==> src/rtl/scl_rate_gen.sv <==
module scl_rate_gen #(
  parameter int PRESCALE = 4,
  parameter int N_MIN    = 4,
  parameter int CODE_MAX = 6,
  parameter int SEL_W    = 3,
  parameter int LOW_OFS  = 29,
  parameter int HIGH_OFS = 6
) (
  input  logic             clk,
  input  logic             rst_n,
  input  logic             run_i,
  input  logic [SEL_W-1:0] rate_sel_i,
  output logic             scl_pull_o,
  output logic             low_stb_o,
  output logic             high_stb_o
);

  localparam int N_TOP   = N_MIN + CODE_MAX;
  localparam int LEN_MAX = (1 << (N_TOP - 1)) + LOW_OFS;
  localparam int CNT_W   = $clog2(LEN_MAX + 1);
  localparam int PRE_W   = (PRESCALE > 1) ? $clog2(PRESCALE) : 1;

  logic             active_q, low_q;
  logic [PRE_W-1:0] pre_q;
  logic [CNT_W-1:0] unit_q;
  logic [SEL_W-1:0] code_q;
  logic             low_stb_q, high_stb_q;

  wire [SEL_W-1:0] code_eff  = (rate_sel_i > SEL_W'(CODE_MAX)) ? SEL_W'(CODE_MAX) : rate_sel_i;
  wire [CNT_W-1:0] pow_term  = CNT_W'(1) << (CNT_W'(N_MIN - 1) + CNT_W'(code_q));
  wire [CNT_W-1:0] phase_len = pow_term + (low_q ? CNT_W'(LOW_OFS) : CNT_W'(HIGH_OFS));
  wire             pre_wrap  = (pre_q == PRE_W'(PRESCALE - 1));
  wire             phase_end = pre_wrap && (unit_q == phase_len - CNT_W'(1));

  always_ff @(posedge clk or negedge rst_n) begin
    if (!rst_n) begin
      active_q   <= 1'b0;
      low_q      <= 1'b0;
      pre_q      <= '0;
      unit_q     <= '0;
      code_q     <= '0;
      low_stb_q  <= 1'b0;
      high_stb_q <= 1'b0;
    end else if (!run_i) begin
      active_q   <= 1'b0;
      low_q      <= 1'b0;
      pre_q      <= '0;
      unit_q     <= '0;
      low_stb_q  <= 1'b0;
      high_stb_q <= 1'b0;
    end else if (!active_q) begin
      active_q   <= 1'b1;
      low_q      <= 1'b1;
      pre_q      <= '0;
      unit_q     <= '0;
      code_q     <= code_eff;
      low_stb_q  <= 1'b1;
      high_stb_q <= 1'b0;
    end else begin
      low_stb_q  <= 1'b0;
      high_stb_q <= 1'b0;
      if (pre_wrap) begin
        pre_q <= '0;
        if (phase_end) begin
          unit_q <= '0;
          low_q  <= !low_q;
          if (!low_q) begin
            code_q    <= code_eff;
            low_stb_q <= 1'b1;
          end else begin
            high_stb_q <= 1'b1;
          end
        end else begin
          unit_q <= unit_q + CNT_W'(1);
        end
      end else begin
        pre_q <= pre_q + PRE_W'(1);
      end
    end
  end

  assign scl_pull_o = active_q & low_q;
  assign low_stb_o  = low_stb_q;
  assign high_stb_o = high_stb_q;

  AST_STOP_RELEASE: assert property (@(posedge clk) disable iff (!rst_n)
    !run_i |=> (!scl_pull_o && !low_stb_o && !high_stb_o));
  AST_LOW_STB_AT_FALL: assert property (@(posedge clk) disable iff (!rst_n)
    $rose(scl_pull_o) |-> low_stb_o);
  AST_LOW_STB_IN_LOW: assert property (@(posedge clk) disable iff (!rst_n)
    low_stb_o |-> scl_pull_o);
  AST_HIGH_STB_AT_RISE: assert property (@(posedge clk) disable iff (!rst_n)
    high_stb_o |-> (!scl_pull_o && $past(scl_pull_o)));
  AST_STROBE_EXCL: assert property (@(posedge clk) disable iff (!rst_n)
    !(low_stb_o && high_stb_o));
  AST_CODE_HOLD: assert property (@(posedge clk) disable iff (!rst_n)
    !low_stb_o |-> $stable(code_q));
  AST_UNIT_BOUND: assert property (@(posedge clk) disable iff (!rst_n)
    active_q |-> (unit_q < phase_len));

endmodule

==> config.mk <==
export PLATFORM = sky130hd
export DESIGN_NAME = scl_rate_gen
export DESIGN_NICKNAME = d
export VERILOG_FILES = /design/src/rtl/scl_rate_gen.sv
export SDC_FILE = /design/constraint.sdc
export NUM_CORES = 1
export LEC_CHECK = 0
export ABC_AREA = 0
export BUFFER_PORTS_ARGS = -buffer_cell sky130_fd_sc_hd__buf_2
export CAP_MARGIN = 20
export CORE_AREA = 2 2 56 58
export DETAILED_ROUTE_END_ITERATION = 8
export DIE_AREA = 0 0 58 60
export GPL_TIMING_DRIVEN = 0
export PLACE_DENSITY = 0.65
export SLEW_MARGIN = 40
export SYNTH_ARGS = -nofsm -noshare
export SYNTH_HDL_FRONTEND = slang
export SYNTH_SLANG_ARGS = --single-unit
==> constraint.sdc <==
create_clock -name clk -period 5 [get_ports clk]
set_input_delay 0.75 -clock clk [delete_from_list [all_inputs] [get_ports clk]]
set_output_delay 0.75 -clock clk [all_outputs]
set_load 0.02 [all_outputs]
# Word-level counts from Yosys, hierarchy flattened
# Cells that the tools add are included.
[classes] reduce_logical=4 bitwise=1 n_shift=1 n_addsub=5 eq_ne=7 order_cmp=1 n_mux=28
[op_table] op="10-bit two-way mux" count=4
[op_table] op="1-bit two-way mux" count=15
[op_table] op="3-bit two-way mux" count=5
[op_table] op="10-bit by 1-bit adder with 10-bit output, second input constant" count=1
[op_table] op="10-bit by 5-bit adder with 10-bit output" count=1
[op_table] op="10-bit == test" count=1
[op_table] op="1-bit by 4-bit << shifter with 10-bit output, first input constant" count=1
[op_table] op="10-bit by 1-bit subtractor with 10-bit output, second input constant" count=1
[op_table] op="2-bit two-way mux" count=3
[op_table] op="3-bit by 2-bit != test with 1-bit output, second input constant" count=2
[op_table] op="5-bit two-way mux" count=1
[op_table] op="2-bit by 3-bit adder with 4-bit output, first input constant" count=1
[op_table] op="2-bit by 1-bit != test with 1-bit output, second input constant" count=2
[op_table] op="4-bit AND reduction" count=1
[op_table] op="3-bit greater-than comparator, second input constant" count=1
[op_table] op="2-bit by 1-bit adder with 2-bit output, second input constant" count=1
[op_table] op="2-bit == test, second input constant" count=1
[op_table] op="2-bit != test, second input constant" count=1
[op_table] op="2-bit AND reduction" count=1
[op_table] op="1-bit bitwise AND" count=1
[op_table] op="1-bit logical AND" count=1
[op_table] op="1-bit zero test" count=1
[word_totals] output_inout_bits=3 input_bits=6 ff_bits=19 elab_cells=54

# Longest topological paths before layout
[logic_depth] ltp_word=10 depth_mapped=12 ltp_nobuf=12

# Least setup slack after synthesis
# Ideal clock, no wire load.
[synth_path] kind="reg-to-reg" startpoint="register low_q" endpoint="register code_q[0]" setup_ns=0.127 path_stages_with_launch=11 slack_ns=1.899 required_time_ns=4.873 t_arrival_ns=2.974 path_buffers=0 synth_period_minus_slack_ns=3.101 path_cell_list="dfrtp_1 -> ha_1 -> inv_1 -> ha_1 -> inv_1 -> fa_1 -> xor2_1 -> nand3_1 -> or4b_4 -> o41ai_4 -> mux2_1"
[synth_via] elab_chain_len=7 elab_cells_between_ends=8 cone_classes="2 x add/sub; 3 x eq/ne; 1 x mux; 2 x reduce/logical"
[synth_lines] element="start: declaration" line_no="23" rtl="logic active_q, low_q;"
[synth_lines] element="start signal: assignment" line_no="66" rtl="low_q <= !low_q;"
[synth_lines] element="5-bit two-way mux" line_no="31" rtl="wire [CNT_W-1:0] phase_len = pow_term + (low_q ? CNT_W'(LOW_OFS) : CNT_W'(HIGH_OFS));"
[synth_lines] element="10-bit by 5-bit adder with 10-bit output" line_no="31"
[synth_lines] element="10-bit by 1-bit subtractor with 10-bit output" line_no="33" rtl="wire phase_end = pre_wrap && (unit_q == phase_len - CNT_W'(1));"
[synth_lines] element="10-bit == test" line_no="33"
[synth_lines] element="1-bit logical AND" line_no="33"
[synth_lines] element="2-bit by 1-bit != test with 1-bit output (no source line)"
[synth_lines] element="4-bit AND reduction (no source line) *"
[synth_lines] element="end signal: assignment" line_no="56" rtl="code_q <= code_eff;"
[synth_lines] element="end signal: assignment" line_no="68" rtl="code_q <= code_eff;"
[synth_lines] element="end: declaration" line_no="26" rtl="logic [SEL_W-1:0] code_q;"
# Mark *: on every way between the ends. The rest lies on a longest branch, timed or not.
# A chain may end at the register's enable or synchronous reset.

# Final worst setup path
[layout_path] startpoint="register low_q" endpoint="register code_q[2]"
# Same word-level chain as after synthesis.

==> impl_metrics.json <==
{
  "grt_pass1_wl_mm": 4.374,
  "route.detailed.drc": 0,
  "synthTopCellsByArea": "dfrtp_1, ha_1, xnor2_1",
  "path_max_fanout": 9,
  "drv_slew": 0,
  "status": "complete, no violations",
  "clk_latency_ps": 290,
  "hold_viol": 0,
  "fillers": 278,
  "holdBufCountCts": 0,
  "skew_ps": 4.104,
  "path_class": "reg2reg",
  "crit_arrival_ps": 3650,
  "grt_max_degree": 20,
  "drt-pass1-iter-count": 4,
  "crit_chain": "ha_1 -> inv_1 -> ha_1 -> inv_1 -> fa_1 -> xor2_1 -> nand3_1 -> or4b_4 -> o41ai_4 -> mux2_1",
  "die_area_um2": 3480,
  "maxUsedRoutingLayer": "met4",
  "syn_area_per_cell_um2": 9.560,
  "dr_wl_met3_um": 144,
  "post-place-cells": 182,
  "layout_common_cells": "dfrtp_1, nor2_1, inv_1",
  "synth-warning-count": 0,
  "multi_input_area_um2": 790.8,
  "num-nets-final": 171,
  "layout-drive-gt1-share_pct": 12.42,
  "regArea_um2": 475.5,
  "gp_congestion": 0.7870,
  "fmax_ghz": 0.2885,
  "initialDrtViolationCount": 49,
  "power_leakage_nw": 0.6585,
  "cts_root_buf": "clkbuf_4",
  "vias": 1027,
  "final_common_cell": "dfrtp_1",
  "cts_max_path_buffers": 2,
  "grt_use_total_pct": 16.54,
  "wl_per_cell_um": 13.26,
  "tns_ps": 0,
  "area_growth_pct": 8.663,
  "num_rows": 20,
  "cts_sinks": 19,
  "synth_top_area_cell": "dfrtp_1",
  "grt_pass1_vias": 977,
  "crit_path_max_incr_delay_ps": 600,
  "setup_violations": 0,
  "met2_length_mm": 1.090,
  "netlist_instances": 139,
  "min-delay-path-class": "in2async",
  "numCtsBuffers": 3,
  "ios": 9,
  "die_y_um": 60,
  "initial_utilization_pct": 45.78,
  "cellPowerDensity_nw_per_um2": 235.3,
  "gr-total-overflow": 0,
  "cts_setup_buffers": 0,
  "synth_area_um2": 1329,
  "core_area_um2": 2903,
  "cts_tree": "built",
  "synth_cell_type_count": 41,
  "clk_pin_slew_ps": 100,
  "ir_drop_mv": 0.1821,
  "numPortBuffers": 8,
  "netlist.area_leader.share_pct": 35.78,
  "via_per_inst": 5.522,
  "endpoint_kind": "flop",
  "min_period_ps": 3466,
  "period_share_pct": 69.33,
  "slowest_stage": "or4b_4",
  "cp_num_buf_inv": 2,
  "antenna_found_initial": 0,
  "finalNonFillerCells": 186,
  "synth_seq_cells": 19,
  "dp_hpwl_mm": 1.935,
  "antenna_left": 0,
  "start_kind": "flop",
  "critical_path_required_ps": 5180,
  "h-tree-depth": 1,
  "cpLargestDelayFamily": "adder cells",
  "final_core_util_pct": 49.74,
  "n_antenna_cell": 0,
  "wl_met1_mm": 1.190,
  "cap_violations": 0,
  "rsz0062_at_grt": "no",
  "die_w_um": 58,
  "routed_wl_mm": 2.467,
  "seq_area_frac_synth_pct": 35.78,
  "cts_resized": 0,
  "power_w": 0.0003397
}
==> flip-flops by register name, indices dropped and copies added (netlist names) <==
name        count
high_stb_o      1
low_stb_o       1
unit_q         10
code_q          3
low_q           1
active_q        1
pre_q           2
==> through the flow <==
stage                     setup slack [ps]  hold slack (ps)  instance area, µm²
after CTS                             1553            383.7                1444
after detailed placement              1589            428.0                1418
after floorplan                       1899            409.9                1336
final                                 1534            375.0                1444
after global placement                1609            420.1                1418
after global routing                  1371            404.7                1444
==> power by group <==
part | switching [W] | total, W | internal [W] | leakage [nW]
Combinational | 0.0000555 | 0.0000972 | 0.0000417 | 0.390
Clock | 0.0000454 | 0.0000764 | 0.0000310 | 0.0150
Sequential | 0.00000688 | 0.000166 | 0.000159 | 0.253
Total | 0.000108 | 0.000340 | 0.000232 | 0.658
==> synthesized netlist by cell type (all sizes together) <==
library cell and n:
dfrtp 19, xor2 8, conb 2, and3b 1, nor2 14, a31oi 2
clkbuf 1, a21o 1, o21ai 2, o41ai 1, or4b 1, fa 1
nand2 7, a311oi 1, nand4 6, a211o 2, and2 1, nand3b 3
nor3 3, mux2 3, ha 10, a21boi 1, and3 2, a21oi 4
o211ai 1, or3 1, nand3 6, or2b 1, buf 3, nor4bb 1
nor3b 1, a211oi 1, nor4 1, nand2b 2, nand4b 2, xnor2 10
inv 11, o22ai 2
==> final cells by class <==
cell class              count  area share, %
well taps                  33          2.860
clock buffers               4          1.820
multi-input cells         107          54.77
inverters                  11          2.860
plain buffers               4          1.993
flip-flops and latches     19          32.93
repair buffers              8          2.773
==> cells by family (layout without fill, tap and decap cells) <==
group	Yosys count	after routing	synth area share [%]
AND/OR/NAND/NOR	53	53	22.22
flip-flops	19	19	35.78
AO/OA/AOI/OAI	18	18	10.83
XOR/XNOR	18	18	11.86
buffers and inverters	15	27	5.273
adder cells (fa/ha/maj)	11	11	10.92
multiplexers	3	3	2.542
other	2	4	0.5652
==> metal layers <==
| layer | vias up | track usage [%] |
|---|---|---|
| met2 | 21 | 24.35 |
| met5 | - | 0 |
| met4 | 0 | 7.641 |
| li1 | 510 | - |
| met1 | 490 | 23.98 |
| met3 | 6 | 2.381 |
==> worst paths after layout <==
path / startpoint / end / slack, ps / cells after the start
worst max-delay path: low_q / code_q[2] / 1530 / 10
worst min-delay path: rst_n / pre_q[0] / 380 / 1
worst max register to register: low_q / code_q[2] / 1530 / 10
worst min register to register: pre_q[0] / pre_q[0] / 440 / 1
max in group asynchronous: rst_n / pre_q[1] / 4330 / 1
min in group clk: pre_q[0] / pre_q[0] / 440 / 1
Power figures use the tool's default switching activity.
